--- src/rtl/alu1_pkg.sv ---
package alu1_pkg;

    localparam int NUM_OPND = 3;
    localparam int NUM_REG  = NUM_OPND + 1;
    localparam int ACC_IDX  = NUM_OPND;

    // ALU function codes; A is the accumulator, B the operand-mux output
    typedef enum logic [2:0] {
        ALU_OR_CIN  = 3'b000,  // A | B | cin
        ALU_ORN_CIN = 3'b001,  // A | ~B | cin
        ALU_PASS_B  = 3'b010,  // B
        ALU_ANDN    = 3'b011,  // A & ~B
        ALU_AND     = 3'b100,  // A & B
        ALU_OR      = 3'b101,  // A | B
        ALU_NOT_A   = 3'b110,  // ~A
        ALU_XOR     = 3'b111   // A ^ B
    } alu_code_e;

    typedef enum logic [1:0] {
        BSEL_R0   = 2'b00,
        BSEL_R1   = 2'b01,
        BSEL_R2   = 2'b10,
        BSEL_ZERO = 2'b11
    } bsel_e;

    typedef enum logic [1:0] {
        OP_ORN_CIN = 2'b00,
        OP_NAND    = 2'b01,
        OP_OR      = 2'b10,
        OP_XOR     = 2'b11
    } op_e;

    typedef enum logic [2:0] {
        ST_IDLE,
        ST_LOAD,
        ST_PASS,
        ST_COMB,
        ST_INV,
        ST_WB
    } state_e;

    typedef struct packed {
        logic [NUM_REG-1:0]  ld;      // per-register load enable
        logic [NUM_REG-1:0]  clr;     // per-register synchronous clear
        logic [NUM_OPND-1:0] in_acc;  // operand input mux: 1 = accumulator
        bsel_e               bsel;
        alu_code_e           code;
    } dp_ctrl_t;

    localparam dp_ctrl_t DP_IDLE = '{
        ld:     '0,
        clr:    '0,
        in_acc: '0,
        bsel:   BSEL_ZERO,
        code:   ALU_PASS_B
    };

endpackage

--- src/rtl/alu1_alu.sv ---
module alu1_alu
    import alu1_pkg::*;
#(
    parameter int W = 1
) (
    input  logic [W-1:0] a,
    input  logic [W-1:0] b,
    input  logic         cin,
    input  alu_code_e    code,
    output logic [W-1:0] y
);

    logic [W-1:0] cin_vec;

    assign cin_vec = {W{cin}};

    always_comb begin
        case (code)
            ALU_OR_CIN:  y = a | b | cin_vec;
            ALU_ORN_CIN: y = a | ~b | cin_vec;
            ALU_PASS_B:  y = b;
            ALU_ANDN:    y = a & ~b;
            ALU_AND:     y = a & b;
            ALU_OR:      y = a | b;
            ALU_NOT_A:   y = ~a;
            ALU_XOR:     y = a ^ b;
            default:     y = '0;
        endcase
    end

endmodule

--- src/rtl/alu1_datapath.sv ---
module alu1_datapath
    import alu1_pkg::*;
#(
    parameter int W = 1
) (
    input  logic                         clk,
    input  logic                         rst_async,
    input  dp_ctrl_t                     ctrl,
    input  logic [NUM_OPND-1:0][W-1:0]   ext_in,
    input  logic                         cin,
    output logic [NUM_REG-1:0][W-1:0]    regs_o
);

    logic [NUM_REG-1:0][W-1:0] regs_d, regs_q;
    logic [NUM_REG-1:0][W-1:0] load_val;
    logic [W-1:0]              opnd_b;

    // per-register two-way input mux
    for (genvar g = 0; g < NUM_OPND; g++) begin : g_in_mux
        assign load_val[g] = ctrl.in_acc[g] ? regs_q[ACC_IDX] : ext_in[g];
    end

    // operand mux for ALU input B
    always_comb begin
        case (ctrl.bsel)
            BSEL_R0:  opnd_b = regs_q[0];
            BSEL_R1:  opnd_b = regs_q[1];
            BSEL_R2:  opnd_b = regs_q[2];
            default:  opnd_b = '0;
        endcase
    end

    alu1_alu #(.W(W)) u_alu (
        .a    (regs_q[ACC_IDX]),
        .b    (opnd_b),
        .cin  (cin),
        .code (ctrl.code),
        .y    (load_val[ACC_IDX])
    );

    // load beats clear, otherwise hold
    always_comb begin
        for (int i = 0; i < NUM_REG; i++) begin
            if (ctrl.ld[i])       regs_d[i] = load_val[i];
            else if (ctrl.clr[i]) regs_d[i] = '0;
            else                  regs_d[i] = regs_q[i];
        end
    end

    always_ff @(posedge clk or posedge rst_async) begin
        if (rst_async) regs_q <= '0;
        else           regs_q <= regs_d;
    end

    assign regs_o = regs_q;

endmodule

--- src/rtl/alu1_ctrl.sv ---
module alu1_ctrl
    import alu1_pkg::*;
(
    input  logic       clk,
    input  logic       rst_async,
    input  logic       start,
    input  logic [1:0] op_sel,
    output dp_ctrl_t   dp,
    output op_e        op_o,
    output logic       busy,
    output logic       done
);

    typedef struct packed {
        state_e st;
        op_e    op;
        logic   done;
    } ctl_t;

    localparam ctl_t CTL_RESET = '{st: ST_IDLE, op: OP_ORN_CIN, done: 1'b0};

    ctl_t ctl_d, ctl_q;

    function automatic alu_code_e comb_code(input op_e op);
        case (op)
            OP_ORN_CIN: return ALU_ORN_CIN;
            OP_NAND:    return ALU_AND;
            OP_OR:      return ALU_OR;
            default:    return ALU_XOR;
        endcase
    endfunction

    always_comb begin
        ctl_d      = ctl_q;
        ctl_d.done = 1'b0;
        dp         = DP_IDLE;
        case (ctl_q.st)
            ST_IDLE: begin
                if (start) begin
                    ctl_d.st = ST_LOAD;
                    ctl_d.op = op_e'(op_sel);
                end
            end
            ST_LOAD: begin
                dp.ld[0]        = 1'b1;
                dp.ld[1]        = 1'b1;
                dp.clr[ACC_IDX] = 1'b1;
                ctl_d.st        = ST_PASS;
            end
            ST_PASS: begin
                dp.bsel       = BSEL_R0;
                dp.code       = ALU_PASS_B;
                dp.ld[ACC_IDX] = 1'b1;
                ctl_d.st      = ST_COMB;
            end
            ST_COMB: begin
                dp.bsel        = BSEL_R1;
                dp.code        = comb_code(ctl_q.op);
                dp.ld[ACC_IDX] = 1'b1;
                ctl_d.st       = (ctl_q.op == OP_NAND) ? ST_INV : ST_WB;
            end
            ST_INV: begin
                dp.code        = ALU_NOT_A;
                dp.ld[ACC_IDX] = 1'b1;
                ctl_d.st       = ST_WB;
            end
            ST_WB: begin
                dp.in_acc[2] = 1'b1;
                dp.ld[2]     = 1'b1;
                ctl_d.done   = 1'b1;
                ctl_d.st     = ST_IDLE;
            end
            default: ctl_d.st = ST_IDLE;
        endcase
    end

    always_ff @(posedge clk or posedge rst_async) begin
        if (rst_async) ctl_q <= CTL_RESET;
        else           ctl_q <= ctl_d;
    end

    assign busy = (ctl_q.st != ST_IDLE);
    assign done = ctl_q.done;
    assign op_o = ctl_q.op;

endmodule

--- src/rtl/alu1_seq_top.sv ---
module alu1_seq_top
    import alu1_pkg::*;
#(
    parameter int W = 1
) (
    input  logic         clk,
    input  logic         rst_async,
    input  logic         start,
    input  logic [1:0]   op_sel,
    input  logic [W-1:0] m0,
    input  logic [W-1:0] m1,
    input  logic [W-1:0] m2,
    input  logic         cin,
    output logic [W-1:0] r2_out,
    output logic         busy,
    output logic         done
);

    dp_ctrl_t                  dp_ctrl;
    op_e                       op_latched;
    logic [NUM_OPND-1:0][W-1:0] ext_bus;
    logic [NUM_REG-1:0][W-1:0]  regs;

    assign ext_bus[0] = m0;
    assign ext_bus[1] = m1;
    assign ext_bus[2] = m2;

    alu1_ctrl u_ctrl (
        .clk       (clk),
        .rst_async (rst_async),
        .start     (start),
        .op_sel    (op_sel),
        .dp        (dp_ctrl),
        .op_o      (op_latched),
        .busy      (busy),
        .done      (done)
    );

    alu1_datapath #(.W(W)) u_dp (
        .clk       (clk),
        .rst_async (rst_async),
        .ctrl      (dp_ctrl),
        .ext_in    (ext_bus),
        .cin       (cin),
        .regs_o    (regs)
    );

    assign r2_out = regs[2];

endmodule

--- config.mk ---
export PLATFORM = sky130hd
export DESIGN_NAME = alu1_seq_top
export DESIGN_NICKNAME = d
export VERILOG_FILES = /design/src/rtl/alu1_pkg.sv /design/src/rtl/alu1_alu.sv /design/src/rtl/alu1_datapath.sv /design/src/rtl/alu1_ctrl.sv /design/src/rtl/alu1_seq_top.sv
export SDC_FILE = /design/constraint.sdc
export NUM_CORES = 1
export LEC_CHECK = 0
export BUFFER_PORTS_ARGS = -buffer_cell sky130_fd_sc_hd__buf_2
export CAP_MARGIN = 25
export CELL_PAD_IN_SITES_DETAIL_PLACEMENT = 0
export CELL_PAD_IN_SITES_GLOBAL_PLACEMENT = 1
export CORE_UTILIZATION = 42
export DETAILED_ROUTE_END_ITERATION = 10
export PLACE_DENSITY_LB_ADDON = 0.3
export SETUP_SLACK_MARGIN = 0.02
export SKIP_CTS_REPAIR_TIMING = 1
export SYNTH_ARGS = -nofsm -noshare
export SYNTH_HDL_FRONTEND = slang
export SYNTH_SLANG_ARGS = --single-unit
--- constraint.sdc ---
create_clock -name clk -period 3.57 [get_ports clk]
set_input_delay 0 -clock clk [delete_from_list [all_inputs] [get_ports clk]]
set_output_delay 0 -clock clk [all_outputs]
set_load 0.01 [all_outputs]
==> impl_metrics.sql, run 1 <==
INSERT INTO impl_metrics (metric_group, metric, value, unit) VALUES
('sta', 'max_slew_margin_vs_limit', '0.6521', ''),
('job', 'maxCapViolations', '0', ''),
('clocking', 'clk_path_buf_depth', '2', ''),
('layout', 'nNetsFinal', '80', ''),
('layout', 'flow.area_growth_from_synthesis', '22.17', '%'),
('pwr', 'static-leakage-power', '0.0003286', 'uW'),
('clocking', 'h-tree-depth', '1', ''),
('worst_setup_path', 'crit_type', 'flop to flop', ''),
('clocking', 'root_driver', 'sky130_fd_sc_hd__clkbuf_4', ''),
('grt', 'overflow_left_after_global_routing', '0', ''),
('floorplanning', 'y_dimension_of_the_die', '39.02', 'um'),
('synth', 'synth-warning-count', '0', ''),
('layout', 'diode_count', '0', ''),
('pwr', 'switching_share', '0.3962', ''),
('grt', 'antenna_found_initial', '0', ''),
('clocking', 'clock_sinks', '10', ''),
('sta', 'final.hold.worst_slack', '0.06882', 'ns'),
('sta', 'fin_setup_tns', '0', 'ns'),
('synth', 'yosysSeqAreaShare', '0.4348', ''),
('grt', 'grt_use_total', '0.1669', ''),
('routing', 'route.vias.total', '426', ''),
('worst_setup_path', 'worst-endpoint-required', '3.70', 'ns'),
('synth', 'ys_ff_latch', '10', ''),
('layout', 'post-route-cell-area', '703.2', 'um^2'),
('placement', 'placed_cell_area', '616.8', 'um^2'),
('grt', 'pin_count_of_the_biggest_net_entering_global_routing', '14', ''),
('synth', 'syn-num-nets', '63', ''),
('clocking', 'numCtsBuffers', '3', ''),
('floorplanning', 'die_w', '39.02', 'um'),
('sta', 'number_of_slew_limit_violations_in_the_final_report', '0', ''),
('routing', 'totalWireLength', '1068', 'um'),
('routing', 'detailedRoute.firstIterationViolations', '8', ''),
('layout', 'core_occupancy_in_the_finished_layout', '0.5928', ''),
('synth', 'synth_area', '575.6', 'um^2'),
('pwr', 'power.share.clock', '0.173', ''),
('grt', 'grt_first_pass_wirelength', '1635', 'um'),
('sta', 'final-hold-violation-count', '0', ''),
('clocking', 'clkTransAtPathRegs', '0.06', 'ns'),
('worst_setup_path', 'worstPathArrival', '2.11', 'ns'),
('pwr', 'internal-power', '357.3', 'uW'),
('worst_setup_path', 'setup.worst_path.end_class', 'flop', ''),
('pwr', 'total_switching_power', '234.4', 'uW'),
('sta', 'rsz0062_at_grt', 'no', ''),
('grt', 'first_global_vias', '376', ''),
('clocking', 'cts_tree', 'done', ''),
('synth', 'synth_cells', '52', ''),
('placement', 'hpwl', '727.4', 'um'),
('routing', 'drc_violations', '0', ''),
('layout', 'post_route_cells_drive_above_1_share', '0.3235', ''),
('worst_setup_path', 'worst-path-max-fanout', '13', ''),
('sta', 'worst_clock_skew', '0.007676', 'ns'),
('pwr', 'power.density_cell_area', '841.5', 'nW/um^2'),
('synth', 'synthesis.area_per_instance', '11.07', 'um^2'),
('clocking', 'clock_latency_at_the_later_pin_of_the_worst_skew_pair', '0.27', 'ns'),
('pwr', 'worst_vdd_drop', '0.3618', 'mV'),
('sta', 'min_period_over_period', '0.5557', ''),
('floorplanning', 'io-pin-count', '12', ''),
('routing', 'ant_nets', '0', ''),
('synth', 'synth_cell_type_count', '26', ''),
('pwr', 'p_total', '591.7', 'uW'),
('routing', 'vias_per_cell', '5.195', ''),
('run_status', 'status', 'completed', ''),
('layout', 'highest_count_cells_in_the_layout_ignoring_fill_and_taps', '10 x sky130_fd_sc_hd__buf_2, 10 x sky130_fd_sc_hd__dfrtp_1, 5 x sky130_fd_sc_hd__mux2_2, 5 x sky130_fd_sc_hd__dlygate4sd3_1', ''),
('worst_setup_path', 'crit_path_start_kind', 'flop', ''),
('sta', 'fin_crit', '1.984', 'ns'),
('routing', 'dr.pass1.iters', '3', ''),
('floorplanning', 'floorplan.rows', '12', ''),
('placement', 'globalplace.congestion', '0.7158', ''),
('routing', 'routedWlPerCell', '13.02', 'um'),
('floorplanning', 'initial_core_util', '0.4852', ''),
('placement', 'io_buffers', '10', ''),
('pwr', 'combinationalPowerShare', '0.390', ''),
('floorplanning', 'floorplan.die_area', '1523', 'um^2'),
('sta', 'max_freq', '504.1', 'MHz'),
('sta', 'timing.final.setup_violations', '0', ''),
('sta', 'max_slew.worst_pin.slew', '0.5219', 'ns'),
('min_path', 'holdCritPathClass', 'input port to flop', ''),
('floorplanning', 'fp.coreArea', '1186', 'um^2'),
('pwr', 'share_seq_of_total_power', '0.437', '');
==> through the flow <==
stage	worst slack [ns]	cells
global route	1.501	82
finish	1.586	82
CTS	1.597	77
global placement	1.619	73
detailed placement	1.617	73
floorplan	1.953	52
==> critical path: stages, from the launching register on <==
cell,delay [ns]
sky130_fd_sc_hd__dfrtp_1,0.67
sky130_fd_sc_hd__mux2_2,0.42
sky130_fd_sc_hd__nand2_1,0.09
sky130_fd_sc_hd__ha_1,0.22
sky130_fd_sc_hd__and3_1,0.17
sky130_fd_sc_hd__o21ai_0,0.17
sky130_fd_sc_hd__a32oi_1,0.11
==> layout make-up <==
cell class,instances,area (um^2)
clock buffer,4,36.28
fill,107,483.0
inverter,5,21.27
multi-input combinational,34,277.8
sequential,10,250.2
tap,14,17.52
timing repair buffer,15,100.1
==> state kept, by name, indices dropped and copies added, names as in the netlist <==
name,cells
u_ctrl.ctl_q,3
u_ctrl.op_o,2
u_ctrl.done,1
u_dp.regs_o,4
==> path summary, 6_finish.rpt <==
kind                       cells past startpoint               to       startpoint  slack, ns
setup / recovery                               6   u_dp.regs_o[3]  u_ctrl.ctl_q[3]       1.59
setup reg to reg                               6   u_dp.regs_o[3]  u_ctrl.ctl_q[3]       1.59
max in group asynchronous                      3  u_ctrl.ctl_q[3]        rst_async       3.04
min in group asynchronous                      3   u_dp.regs_o[1]        rst_async       0.25
hold / removal                                 3   u_dp.regs_o[3]              cin       0.07
hold reg to reg                                1   u_dp.regs_o[2]   u_dp.regs_o[2]       0.51
==> cells in the mapped netlist <==
| cell type | instances | area share |
|---|---|---|
| sky130_fd_sc_hd__ha_1 | 2 | 0.043 |
| sky130_fd_sc_hd__dfrtp_1 | 10 | 0.43 |
| sky130_fd_sc_hd__and2b_1 | 1 | 0.013 |
| sky130_fd_sc_hd__and3_1 | 1 | 0.011 |
| sky130_fd_sc_hd__nor2_1 | 2 | 0.013 |
| sky130_fd_sc_hd__mux2_2 | 5 | 0.098 |
| sky130_fd_sc_hd__o211ai_1 | 2 | 0.026 |
| sky130_fd_sc_hd__xnor2_1 | 1 | 0.015 |
| sky130_fd_sc_hd__a32oi_1 | 1 | 0.015 |
| sky130_fd_sc_hd__buf_4 | 2 | 0.026 |
| sky130_fd_sc_hd__inv_1 | 4 | 0.026 |
| sky130_fd_sc_hd__a221oi_1 | 1 | 0.015 |
| sky130_fd_sc_hd__buf_6 | 1 | 0.020 |
| sky130_fd_sc_hd__and3b_1 | 1 | 0.015 |
| sky130_fd_sc_hd__or3b_1 | 1 | 0.015 |
| sky130_fd_sc_hd__or3_1 | 1 | 0.011 |
| sky130_fd_sc_hd__nand2b_1 | 1 | 0.011 |
| sky130_fd_sc_hd__nor3_4 | 1 | 0.028 |
| sky130_fd_sc_hd__nor3_1 | 1 | 0.0087 |
| sky130_fd_sc_hd__o21ai_0 | 4 | 0.035 |
| sky130_fd_sc_hd__nand2_1 | 4 | 0.026 |
| sky130_fd_sc_hd__o311a_1 | 1 | 0.017 |
| sky130_fd_sc_hd__nor4b_4 | 1 | 0.041 |
| sky130_fd_sc_hd__inv_4 | 1 | 0.011 |
| sky130_fd_sc_hd__o41ai_1 | 1 | 0.015 |
| sky130_fd_sc_hd__a21oi_1 | 1 | 0.0087 |
==> kinds of logic (layout without fill, tap and decap cells) <==
family,Yosys count,in the layout,synth area share
fa+ha+maj,2,2,0.04347
simple gates,15,15,0.1935
buf+inv,8,24,0.08260
compound gates,11,11,0.1326
mux,5,5,0.09782
flops,10,10,0.4348
xor+xnor,1,1,0.01522
==> power groups by stage <==
stage | combinational [uW] | clock (uW) | sequential (uW)
final | 231 | 102 | 259
after CTS | 229 | 104 | 257
after global routing | 262 | 110 | 268
after floorplan | 244 | 0 | 204
after detailed placement | 226 | 0 | 259
after global placement | 221 | 0 | 256
==> layer usage <==
layer  track usage  vias up  routed length [um]  share of wire
met5             0        -                   0              0
met2        0.2667        8                 472           0.44
met4       0.07759        0                  18          0.017
li1              -      218                   -              -
met3       0.05202        4                  27          0.025
met1        0.2014      196                 550           0.51
No activity file was read; power rests on OpenSTA's default activity.
==> run 2, diff against run 1 <==
--- a/config.mk
+++ b/config.mk
@@ -9,7 +9,7 @@
 export CAP_MARGIN = 25
 export CELL_PAD_IN_SITES_DETAIL_PLACEMENT = 0
 export CELL_PAD_IN_SITES_GLOBAL_PLACEMENT = 1
-export CORE_UTILIZATION = 42
+export CORE_UTILIZATION = 39
 export DETAILED_ROUTE_END_ITERATION = 10
 export PLACE_DENSITY_LB_ADDON = 0.3
 export SETUP_SLACK_MARGIN = 0.02
==> constraint.sdc (replaced) <==
create_clock -name clk -period 1.9 [get_ports clk]
set_input_delay 0 -clock clk [delete_from_list [all_inputs] [get_ports clk]]
set_output_delay 0 -clock clk [all_outputs]
set_load 0.01 [all_outputs]
==> impl_metrics.sql, run 2 (synthesized netlist as in run 1, its figures left out) <==
INSERT INTO impl_metrics (metric_group, metric, value, unit) VALUES
('grt', 'antenna_found_initial', '0', ''),
('routing', 'route.vias.total', '446', ''),
('sta', 'min_period_over_period', '0.8356', ''),
('clocking', 'clkTransAtPathRegs', '0.07', 'ns'),
('floorplanning', 'io-pin-count', '12', ''),
('routing', 'dr.pass1.iters', '4', ''),
('sta', 'rsz0062_at_grt', 'no', ''),
('sta', 'fin_setup_tns', '0', 'ns'),
('sta', 'final-hold-violation-count', '0', ''),
('placement', 'io_buffers', '10', ''),
('job', 'maxCapViolations', '0', ''),
('layout', 'post_route_cells_drive_above_1_share', '0.3521', ''),
('floorplanning', 'fp.coreArea', '1334', 'um^2'),
('clocking', 'h-tree-depth', '1', ''),
('clocking', 'cts_tree', 'done', ''),
('pwr', 'static-leakage-power', '0.0003435', 'uW'),
('worst_setup_path', 'worst-endpoint-required', '2.05', 'ns'),
('worst_setup_path', 'critical_path_cell_sequence', 'and2b_1 > nand2_1 > ha_1 > and3_1 > o21ai_0 > a32oi_1', ''),
('worst_setup_path', 'setup.worst_path.end_class', 'flop', ''),
('worst_setup_path', 'worstPathArrival', '1.73', 'ns'),
('min_path', 'holdCritPathClass', 'input port to flop', ''),
('placement', 'globalplace.congestion', '0.7511', ''),
('clocking', 'clk_path_buf_depth', '2', ''),
('floorplanning', 'floorplan.die_area', '1633', 'um^2'),
('pwr', 'power.density_cell_area', '1584', 'nW/um^2'),
('clocking', 'numCtsBuffers', '3', ''),
('sta', 'number_of_slew_limit_violations_in_the_final_report', '0', ''),
('layout', 'flow.area_growth_from_synthesis', '26.30', '%'),
('pwr', 'worst_vdd_drop', '0.9849', 'mV'),
('routing', 'routedWlPerCell', '12.80', 'um'),
('sta', 'timing.final.setup_violations', '0', ''),
('sta', 'max_freq', '629.8', 'MHz'),
('sta', 'fin_crit', '1.588', 'ns'),
('grt', 'grt_use_total', '0.1763', ''),
('routing', 'drc_violations', '0', ''),
('sta', 'max_slew.worst_pin.slew', '0.3941', 'ns'),
('layout', 'nNetsFinal', '83', ''),
('routing', 'detailedRoute.firstIterationViolations', '6', ''),
('sta', 'worst_clock_skew', '0.006188', 'ns'),
('clocking', 'root_driver', 'sky130_fd_sc_hd__clkbuf_4', ''),
('run_status', 'status', 'completed', ''),
('placement', 'hpwl', '763.4', 'um'),
('layout', 'highest_count_cells_in_the_layout_ignoring_fill_and_taps', '10 x sky130_fd_sc_hd__buf_2, 10 x sky130_fd_sc_hd__dfrtp_1, 5 x sky130_fd_sc_hd__mux2_2, 5 x sky130_fd_sc_hd__dlygate4sd3_1', ''),
('floorplanning', 'initial_core_util', '0.4315', ''),
('floorplanning', 'y_dimension_of_the_die', '40.42', 'um'),
('floorplanning', 'floorplan.rows', '13', ''),
('clocking', 'clock_sinks', '10', ''),
('clocking', 'clock_latency_at_the_later_pin_of_the_worst_skew_pair', '0.27', 'ns'),
('worst_setup_path', 'cp_slowest_cell', 'sky130_fd_sc_hd__dfrtp_1', ''),
('worst_setup_path', 'slowest_delay', '0.38', 'ns'),
('grt', 'pin_count_of_the_biggest_net_entering_global_routing', '13', ''),
('worst_setup_path', 'crit_type', 'flop to flop', ''),
('worst_setup_path', 'crit_path_start_kind', 'flop', ''),
('routing', 'vias_per_cell', '5.186', ''),
('layout', 'max_ffs_per_register', '4', ''),
('routing', 'totalWireLength', '1101', 'um'),
('routing', 'ant_nets', '0', ''),
('sta', 'max_slew_margin_vs_limit', '0.7370', ''),
('floorplanning', 'die_w', '40.42', 'um'),
('grt', 'first_global_vias', '390', ''),
('layout', 'diode_count', '0', ''),
('grt', 'overflow_left_after_global_routing', '0', ''),
('sta', 'final.hold.worst_slack', '0.05544', 'ns'),
('worst_setup_path', 'worst-path-max-fanout', '5', ''),
('grt', 'grt_first_pass_wirelength', '1759', 'um');
## run 2: report_power, final
group	leakage [uW]	internal (uW)	switching (uW)	total, uW
combinational	0.000199	281	289	569
sequential	0.000123	313	74.2	387
clock	0.0000210	117	78.5	195
## run 2: per-stage QoR
stage / instances / util / setup WS (ns) / cell area [um^2] / power [uW]
floorplan: 52 / - / 0.2829 / 575.6 / 841.2
global placement: 77 / 0.4803 / 0.3196 / 640.6 / 945.2
detailed placement: 77 / 0.4803 / 0.2986 / 640.6 / 954.5
CTS: 81 / 0.5075 / 0.2853 / 676.9 / 1157
global route: 86 / 0.5450 / 0.1869 / 726.9 / 1251
finish: 86 / 0.5450 / 0.3123 / 726.9 / 1151
## run 2: area by class of cell
| class | instances | area (um^2) |
|---|---|---|
| Inverter | 5 | 21.27 |
| Tap cell | 15 | 18.77 |
| Timing Repair Buffer | 18 | 122.6 |
| Clock buffer | 4 | 36.28 |
| Sequential cell | 10 | 250.2 |
| Fill cell | 126 | 606.8 |
| Multi-Input combinational cell | 34 | 277.8 |
## run 2: path summary, 6_finish.rpt
path | startpoint | slack, ns | depth (start not counted) | endpoint
worst max-delay path | u_ctrl.ctl_q[5] | 0.31 | 6 | u_dp.regs_o[3]
worst min-delay path | cin | 0.06 | 3 | u_dp.regs_o[3]
worst max register to register | u_ctrl.ctl_q[5] | 0.31 | 6 | u_dp.regs_o[3]
worst min register to register | u_dp.regs_o[0] | 0.51 | 1 | u_dp.regs_o[0]
max in group asynchronous | rst_async | 1.36 | 3 | u_ctrl.op_o[0]
min in group asynchronous | rst_async | 0.25 | 3 | u_ctrl.ctl_q[4]
## run 2: metal layers
layer  wire length, um  part of all wire  track usage
met3                65             0.059       0.1056
met4                 8            0.0073      0.07500
met1               556              0.50       0.2226
met5                 0                 0            0
met2               470              0.43       0.2381
## run 2: worst max-delay path: cells and delay by family, from the launching register on
kind / cells / cell delay, ns
adders and majority gates: 1 / 0.27
AOI/OAI and AO/OA: 2 / 0.26
DFF: 1 / 0.38
and+or+nand+nor: 3 / 0.55
